`src/rtl/dslope_pkg.sv`:
```
package dslope_pkg;

    typedef enum logic [1:0] {
        ST_IDLE  = 2'd0,
        ST_INT   = 2'd1,
        ST_DEINT = 2'd2,
        ST_DONE  = 2'd3
    } ds_state_e;

    typedef struct packed {
        logic clr;
        logic inc;
    } cnt_cmd_t;

    typedef struct packed {
        logic cap;
        logic sat;
    } cap_cmd_t;

    function automatic logic accepts_start(ds_state_e s);
        return s == ST_IDLE;
    endfunction

endpackage

```
`src/rtl/dslope_cnt.sv`:
```
module dslope_cnt
    import dslope_pkg::*;
#(
    parameter int unsigned CNT_W = 8
) (
    input  logic             clk,
    input  logic             rst,
    input  cnt_cmd_t         cmd_i,
    output logic [CNT_W-1:0] cnt_o
);

    logic [CNT_W-1:0] cnt_q;

    always_ff @(posedge clk) begin
        if (rst || cmd_i.clr) begin
            cnt_q <= '0;
        end else if (cmd_i.inc) begin
            cnt_q <= cnt_q + 1'b1;
        end
    end

    assign cnt_o = cnt_q;

endmodule

```
`src/rtl/dslope_seq.sv`:
```
module dslope_seq
    import dslope_pkg::*;
#(
    parameter int unsigned CNT_W    = 8,
    parameter int unsigned INT_TERM = (1 << CNT_W) - 1
) (
    input  logic             clk,
    input  logic             rst,
    input  logic             start_i,
    input  logic             cmp_i,
    input  logic [CNT_W-1:0] cnt_i,
    output cnt_cmd_t         cnt_cmd_o,
    output cap_cmd_t         cap_cmd_o,
    output logic             ref_sel_o,
    output logic             done_o
);

    localparam logic [CNT_W-1:0] TERM_W   = CNT_W'(INT_TERM);
    localparam logic [CNT_W-1:0] LAST_INT = CNT_W'(INT_TERM - 1);
    localparam logic [CNT_W-1:0] CNT_MAX  = '1;

    ds_state_e state_q, state_d;
    cnt_cmd_t  cnt_cmd;
    cap_cmd_t  cap_cmd;

    always_comb begin
        state_d = state_q;
        cnt_cmd = '0;
        cap_cmd = '0;
        unique case (state_q)
            ST_IDLE: begin
                if (start_i && accepts_start(state_q)) begin
                    state_d     = ST_INT;
                    cnt_cmd.clr = 1'b1;
                end
            end
            ST_INT: begin
                if (cnt_i == LAST_INT) begin
                    state_d     = ST_DEINT;
                    cnt_cmd.clr = 1'b1;
                end else begin
                    cnt_cmd.inc = 1'b1;
                end
            end
            ST_DEINT: begin
                if (cmp_i) begin
                    state_d     = ST_DONE;
                    cap_cmd.cap = 1'b1;
                end else if (cnt_i == CNT_MAX) begin
                    state_d     = ST_DONE;
                    cap_cmd.cap = 1'b1;
                    cap_cmd.sat = 1'b1;
                end else begin
                    cnt_cmd.inc = 1'b1;
                end
            end
            ST_DONE: begin
                state_d     = ST_IDLE;
                cnt_cmd.clr = 1'b1;
            end
            default: state_d = ST_IDLE;
        endcase
    end

    always_ff @(posedge clk) begin
        if (rst) begin
            state_q <= ST_IDLE;
        end else begin
            state_q <= state_d;
        end
    end

    assign cnt_cmd_o = cnt_cmd;
    assign cap_cmd_o = cap_cmd;
    assign ref_sel_o = (state_q == ST_DEINT);
    assign done_o    = (state_q == ST_DONE);

    AST_INT_BELOW_TERM: assert property (@(posedge clk) disable iff (rst)
        (state_q == ST_INT) |-> (cnt_i < TERM_W));

    AST_DEINT_STARTS_ZERO: assert property (@(posedge clk) disable iff (rst)
        $rose(ref_sel_o) |-> (cnt_i == '0));

    AST_DONE_SINGLE: assert property (@(posedge clk) disable iff (rst)
        done_o |=> !done_o);

    AST_INT_ONLY_FROM_IDLE: assert property (@(posedge clk) disable iff (rst)
        (state_q != ST_IDLE) |=> (state_q != ST_INT || $past(state_q) == ST_INT));

endmodule

```
`src/rtl/dslope_res.sv`:
```
module dslope_res
    import dslope_pkg::*;
#(
    parameter int unsigned CNT_W = 8
) (
    input  logic             clk,
    input  logic             rst,
    input  cap_cmd_t         cap_i,
    input  logic [CNT_W-1:0] cnt_i,
    output logic [CNT_W-1:0] res_o,
    output logic             ovr_o
);

    localparam logic [CNT_W-1:0] CNT_MAX = '1;

    logic [CNT_W-1:0] res_q;
    logic             ovr_q;

    always_ff @(posedge clk) begin
        if (rst) begin
            res_q <= '0;
            ovr_q <= 1'b0;
        end else if (cap_i.cap) begin
            res_q <= cap_i.sat ? CNT_MAX : cnt_i;
            ovr_q <= cap_i.sat;
        end
    end

    assign res_o = res_q;
    assign ovr_o = ovr_q;

    AST_RESULT_HOLD: assert property (@(posedge clk) disable iff (rst)
        !cap_i.cap |=> ($stable(res_q) && $stable(ovr_q)));

    AST_OVR_FULLSCALE: assert property (@(posedge clk) disable iff (rst)
        ovr_q |-> (res_q == CNT_MAX));

endmodule

```
`src/rtl/dslope_ctrl.sv`:
```
module dslope_ctrl
    import dslope_pkg::*;
#(
    parameter int unsigned CNT_W    = 8,
    parameter int unsigned INT_TERM = (1 << CNT_W) - 1
) (
    input  logic             clk,
    input  logic             rst,
    input  logic             start_i,
    input  logic             cmp_i,
    output logic             ref_sel_o,
    output logic             done_o,
    output logic [CNT_W-1:0] result_o,
    output logic             ovr_o
);

    cnt_cmd_t         cnt_cmd;
    cap_cmd_t         cap_cmd;
    logic [CNT_W-1:0] cnt;

    dslope_seq #(
        .CNT_W    (CNT_W),
        .INT_TERM (INT_TERM)
    ) u_seq (
        .clk       (clk),
        .rst       (rst),
        .start_i   (start_i),
        .cmp_i     (cmp_i),
        .cnt_i     (cnt),
        .cnt_cmd_o (cnt_cmd),
        .cap_cmd_o (cap_cmd),
        .ref_sel_o (ref_sel_o),
        .done_o    (done_o)
    );

    dslope_cnt #(
        .CNT_W (CNT_W)
    ) u_cnt (
        .clk   (clk),
        .rst   (rst),
        .cmd_i (cnt_cmd),
        .cnt_o (cnt)
    );

    dslope_res #(
        .CNT_W (CNT_W)
    ) u_res (
        .clk   (clk),
        .rst   (rst),
        .cap_i (cap_cmd),
        .cnt_i (cnt),
        .res_o (result_o),
        .ovr_o (ovr_o)
    );

endmodule

```
`config.mk`:
```
export PLATFORM = sky130hd
export DESIGN_NAME = dslope_ctrl
export DESIGN_NICKNAME = d
export VERILOG_FILES = /design/src/rtl/dslope_pkg.sv /design/src/rtl/dslope_cnt.sv /design/src/rtl/dslope_seq.sv /design/src/rtl/dslope_res.sv /design/src/rtl/dslope_ctrl.sv
export SDC_FILE = /design/constraint.sdc
export NUM_CORES = 1
export LEC_CHECK = 0
export ABC_AREA = 0
export BUFFER_PORTS_ARGS = -buffer_cell sky130_fd_sc_hd__buf_2
export CAP_MARGIN = 20
export CORE_MARGIN = 3
export CORE_UTILIZATION = 49
export DETAILED_ROUTE_END_ITERATION = 6
export PLACE_DENSITY = 0.71
export SLEW_MARGIN = 30
export SYNTH_ARGS = -nofsm -noshare
export SYNTH_HDL_FRONTEND = slang
export SYNTH_SLANG_ARGS = --single-unit
export TNS_END_PERCENT = 20
```
`constraint.sdc`:
```
create_clock -name clk -period 2.25 [get_ports clk]
set_input_delay 0.1125 -clock clk [delete_from_list [all_inputs] [get_ports clk]]
set_output_delay 0.1125 -clock clk [all_outputs]
set_load 0.005 [all_outputs]
```
**Yosys cells after proc, flatten, opt, wreduce, memory -nomap -nowiden**

Index checks and enable logic that the tools add are counted.
Widths: inputs -> output; s select.

- Memory bits (writable): 0
- Output and inout port bits: 11
- Memories kept: 0
- Register bits: 19
- Input bits: 4
- Word-level logic and storage cells: 34
- Latch bits: 0
- ROM bits: 0

- Add/subtract/negate cells: 1
- Divide/modulo/power cells: 0
- Multipliers: 0
- Order comparisons: 0
- Mux-type cells: 17
- Equality and inequality tests: 8
- Shifts and indexed selects: 0
- Bitwise operators: 0
- Reduce and logical (&&, ||, !) cells: 4

Operators with widths:

| cell | count |
|---|---|
| $eq 8x8->1 const B | 2 |
| $mux 2 | 6 |
| $add 8x1->8 const B | 1 |
| $mux 8 | 1 |
| $pmux 2 s4 | 1 |
| $mux 1 | 7 |
| $eq 2x2->1 const B | 2 |
| $ne 3x2->1 const B | 1 |
| $pmux 1 s3 | 1 |
| $reduce_and 3->1 | 1 |
| $eq 2x1->1 const B | 1 |
| $logic_not 2->1 | 1 |
| $ne 2x1->1 const B | 1 |
| $ne 2x2->1 const B | 1 |
| $pmux 1 s2 | 1 |
| $logic_and 1x1->1 | 1 |
| $logic_or 1x1->1 | 1 |

**Logic depth before layout (Yosys ltp)**

- Depth after elaboration: 5
- Gate-level depth with buffers: 8
- Gate-level depth less buffers: 7

**By module**

A second synthesis with hierarchy kept.

- Cells, all modules: 111
- Area, all modules: 992.2 µm²

Modules (own cells, without submodules):

| module | instances | area each (µm²) | cells an instance |
|---|---|---|---|
| dslope_res | 1 | 361.6 | 39 |
| dslope_cnt | 1 | 345.3 | 38 |
| dslope_seq | 1 | 285.3 | 34 |

**Least setup slack after synthesis**

Ideal clock, no wire load.

- Path type: flip-flop to flip-flop
- From: register u_seq.state_q[0]
- To: register u_cnt.cnt_q[7] (netlist: u_cnt.cnt_o[7])
- Period minus slack after synthesis: 1.773 ns
- Required time: 2.180 ns
- Slack: 0.477 ns
- Path buffers: 1
- Data arrival time: 1.702 ns
- Stages on the path, launching flop included: 8
- Path through: dfxtp_1 -> inv_1 -> ha_1 -> buf_2 -> o211a_2 -> o21ai_1 -> or4_1 -> a21oi_1

RTL lines:

| item | line | source |
|---|---|---|
| from (decl) | dslope_seq.sv:22 | `ds_state_e state_q, state_d;` |
| from (signal assigned) | dslope_seq.sv:69 | `state_q <= state_d;` |
| $eq 2x2->1 | n/a |  |
| named net ref_sel_o | dslope_ctrl.sv:11 | `output logic ref_sel_o,` |
| $pmux 1 s2 | dslope_seq.sv:30 | `unique case (state_q)` |
| to (signal assigned) | dslope_cnt.sv:18 | `cnt_q <= cnt_q + 1'b1;` |
| to (decl) | dslope_cnt.sv:12 | `logic [CNT_W-1:0] cnt_q;` |

The timed path passes the listed nets, and every way through them passes these cells.
A chain may end at the register's enable or synchronous reset.

**Worst setup path in the final report**

- From: register u_cnt.cnt_q[0] (netlist: u_cnt.cnt_o[0])
- To: register u_cnt.cnt_q[7] (netlist: u_cnt.cnt_o[7])

- Longest elaborated chain between the ends: 4

RTL lines:

| item | line |
|---|---|
| $eq 8x8->1, on equally long branches | dslope_seq.sv:49, dslope_seq.sv:38 |
| $mux 1, on equally long branches | dslope_seq.sv:49, dslope_seq.sv:38 |
| $mux 1 / $pmux 1 s3 (equally long branches) | dslope_seq.sv:46, dslope_seq.sv:30 |
| $pmux 1 s2 / $logic_or 1x1->1 (equally long branches) | dslope_seq.sv:30, dslope_cnt.sv:15 |

Several ways; a longest one is shown, not always the timed one.

==> summary.md <==
| Metric | Value |
|---|---|
| Core footprint | 1780 um2 |
| Worst-path fanout max | 9 |
| R2R Path End | u_cnt.cnt_o[7] |
| Initial antenna violation count | 0 |
| Hold crit path type | input port to flip-flop |
| Die H | ~50 um |
| Cell area power density | between 900 and 1000 nW/um2 |
| Clk slew on worst S/H paths | 0.11 ns |
| Pins Over Slew Limit | 0 |
| Setup bufs post-CTS | 0 |
| Worst Hold Margin | 0.0389 ns |
| Post-route cell area | 1060 um2 |
| Starting Density | 0.531 |
| Most common cell after layout, fill and taps aside | nor2_1 |
| Finished Layout Cells | 150 |
| Worst-skew pair later-pin latency | 0.30 ns |
| DR WL/cell | between 10 and 15 um |
| GPL Wtd Cong | 0.832 |
| Antenna fix cells | 0 |
| CTS resizes | 0 |
| Post-CTS Hold Fix Bufs | 0 |
| Iteration-0 DRC Markers | 32 |
| Crit start category | flip-flop |
| DP Wirelength | 1450 um |
| Final hold violation count | 0 |
| Syn_area_per_cell | 8.61 um2 |
| Status | completed |
| # rows | 15 |
| MaxCap Viol Count | 0 |
| Critical path destination | u_cnt.cnt_o[7] |
| Critical Path RT | 2.49 ns |
| Post-DP Area | 1030 um2 |
| Max IR drop VDD | roughly 600 uV |
| Layout Nets | 137 |
| Crit path time final | 1.98 ns |
| Post-Syn Area | 947 um2 |
| Vias | about 830 |
| Commonest non-fill, non-tap cells in the layout | nor2_1, dfxtp_1, buf_2 |
| Num Clock Sinks | 19 |
| Worst Setup SP | u_cnt.cnt_o[0] |
| Clock tree buffer depth | 2 |
| Final setup vio count | 0 |
| Synth-to-layout area growth | 11.8% |
| DRC | 0 |
| WS Path Type | flip-flop to flip-flop |
| Worst slew pin tran | around 0.38 ns |
| Launch point of the worst reg-to-reg path | u_cnt.cnt_o[0] |
| Vias in the first global route | 739 |
| Largest net degree at the start of global routing | 13 |
| Port bufs | 14 |
| Reg2reg path depth | 7 |
| Gr usage total | 0.174 |
| Static leakage | 0.458 nW |
| Max H-tree Level | 1 |
| Crit share post-route | 0.882 |
| DIE WIDTH | 50.0 um |
| Relative slew slack | 0.741 |
| Layout cells sized above 1 | 0.176 |
| WP data arrival | 2.22 ns |
| Setup crit end kind | flip-flop |
| CTS tree | yes |
| Layout fillers | 164 |
| Die Area | 2500 um2 |
| RSZ-0062 raised after global routing | no |
| Total CTS buffers | 3 |
| Synth warn | 0 |
| Post-Place Cells | about 150 |
| Total power | around 1.0 mW |
| Antenna Nets Post-Route | 0 |
| Post-Synthesis Cells | 110 |
| Peak Freq | approximately 0.50 GHz |
| Overflow after GRT | 0 |
| Via-to-Cell Ratio | between 5 and 6 |
| Boundary pin count | 15 |
| Syn Nets | ~120 |
| Clock Skews | 0.00668 ns |
| Synth Register Bits | 19 |
| Initial DRT Pass Iterations | 4 |
| Sequential element share of the synthesized area | 0.402 |
| R2R Setup Slk | 0.27 ns |
| CTS root buffer | clkbuf_4 |
| Fin Setup TNS | 0 ns |
| Routed wire length | 1900 um |
| Global-route wire length before repair | 3300 um |
| Post-synth cell types | 30 |
==> worst max-delay path: stages (launching register included) <==
cell and delay [ns]:
dfxtp_1 0.45, inv_1 0.07, ha_1 0.20, nand3_1 0.12
o21a_1 0.30, o21ai_1 0.13, or4_1 0.51, a21oi_1 0.15
==> cell type report <==
cell class	instances	area, um2	share of cell area
Inverter	6	22.5	0.0213
Clock buffer	3	22.5	0.0213
Multi-Input combinational cell	81	519	0.491
Tap cell	25	31.3	0.0296
Sequential cell	19	380	0.359
Clock inverter	1	5.00	0.00473
Timing Repair Buffer	15	77.6	0.0733
==> cells by family after synthesis <==
kind of cell / after synthesis / synth area share
buffers and inverters: 10 / 0.0502
adders and majority gates: 7 / 0.0925
and+or+nand+nor: 47 / 0.226
AOI/OAI and AO/OA: 20 / 0.164
DFF: 19 / 0.402
xor gates and xnor gates: 6 / 0.0555
muxes: 1 / 0.0106
==> cells in the mapped netlist <==
| cell | number | share of area |
|---|---|---|
| a211o_1 | 1 | 0.0092 |
| nand3_1 | 2 | 0.011 |
| o2111ai_1 | 1 | 0.0092 |
| nand2_1 | 3 | 0.012 |
| ha_1 | 7 | 0.092 |
| o211ai_1 | 4 | 0.032 |
| o211a_2 | 1 | 0.011 |
| and4_1 | 1 | 0.0092 |
| a21oi_1 | 3 | 0.016 |
| clkbuf_1 | 1 | 0.0040 |
| nor3_1 | 8 | 0.042 |
| xnor2_1 | 1 | 0.0092 |
| a2111oi_0 | 1 | 0.0092 |
| or4_1 | 1 | 0.0079 |
| o31ai_1 | 1 | 0.0079 |
| dfxtp_1 | 19 | 0.40 |
| and2_1 | 1 | 0.0066 |
| nand4_2 | 1 | 0.013 |
| buf_6 | 1 | 0.012 |
| and3_1 | 1 | 0.0066 |
| inv_1 | 6 | 0.024 |
| o41ai_2 | 1 | 0.017 |
| buf_2 | 2 | 0.011 |
| o21ai_1 | 1 | 0.0053 |
| xor2_1 | 5 | 0.046 |
| mux2i_1 | 1 | 0.011 |
| nor2_1 | 28 | 0.11 |
| a211oi_1 | 3 | 0.024 |
| nand4_1 | 1 | 0.0066 |
| o21a_1 | 3 | 0.024 |
==> worst min-delay path by stage <==
stage	from	to	slack, ns	cells after the start
global route	cmp_i	u_res.ovr_o	0.05	2
detailed placement	cmp_i	u_res.ovr_o	0.36	2
global placement	cmp_i	u_res.ovr_o	0.35	2
floorplan	rst	u_res.ovr_o	0.19	1
CTS	cmp_i	u_res.ovr_o	0.04	2
finish	cmp_i	u_res.ovr_o	0.04	2
==> flip-flops by register name, summed over array words and instances (netlist names) <==
register / count
u_cnt.cnt_o: 8
u_res.res_o: 8
u_seq.state_q: 2
u_res.ovr_o: 1
==> per-layer routing <==
layer | routed length [um] | GRT usage | up-vias
met5 | 0 | 0 | -
met4 | 77 | 0.111 | 0
met3 | 105 | 0.0332 | 11
met2 | 879 | 0.282 | 37
met1 | 838 | 0.208 | 366
li1 | - | - | 417
==> metrics by stage <==
stage	utilization	setup slack, ns
floorplan	-	0.477
global placement	0.578	0.391
detailed placement	0.578	0.301
CTS	0.594	0.275
global route	0.594	0.119
finish	0.594	0.266
==> report_power, final <==
part	leakage (nW)	total, mW	switching, mW	internal [mW]
Combinational	0.286	0.432	0.259	0.173
Sequential	0.154	0.435	0.0431	0.392
Clock	0.0177	0.170	0.104	0.0663
Total	0.458	1.04	0.406	0.632
(Power assumes the default switching activity.)
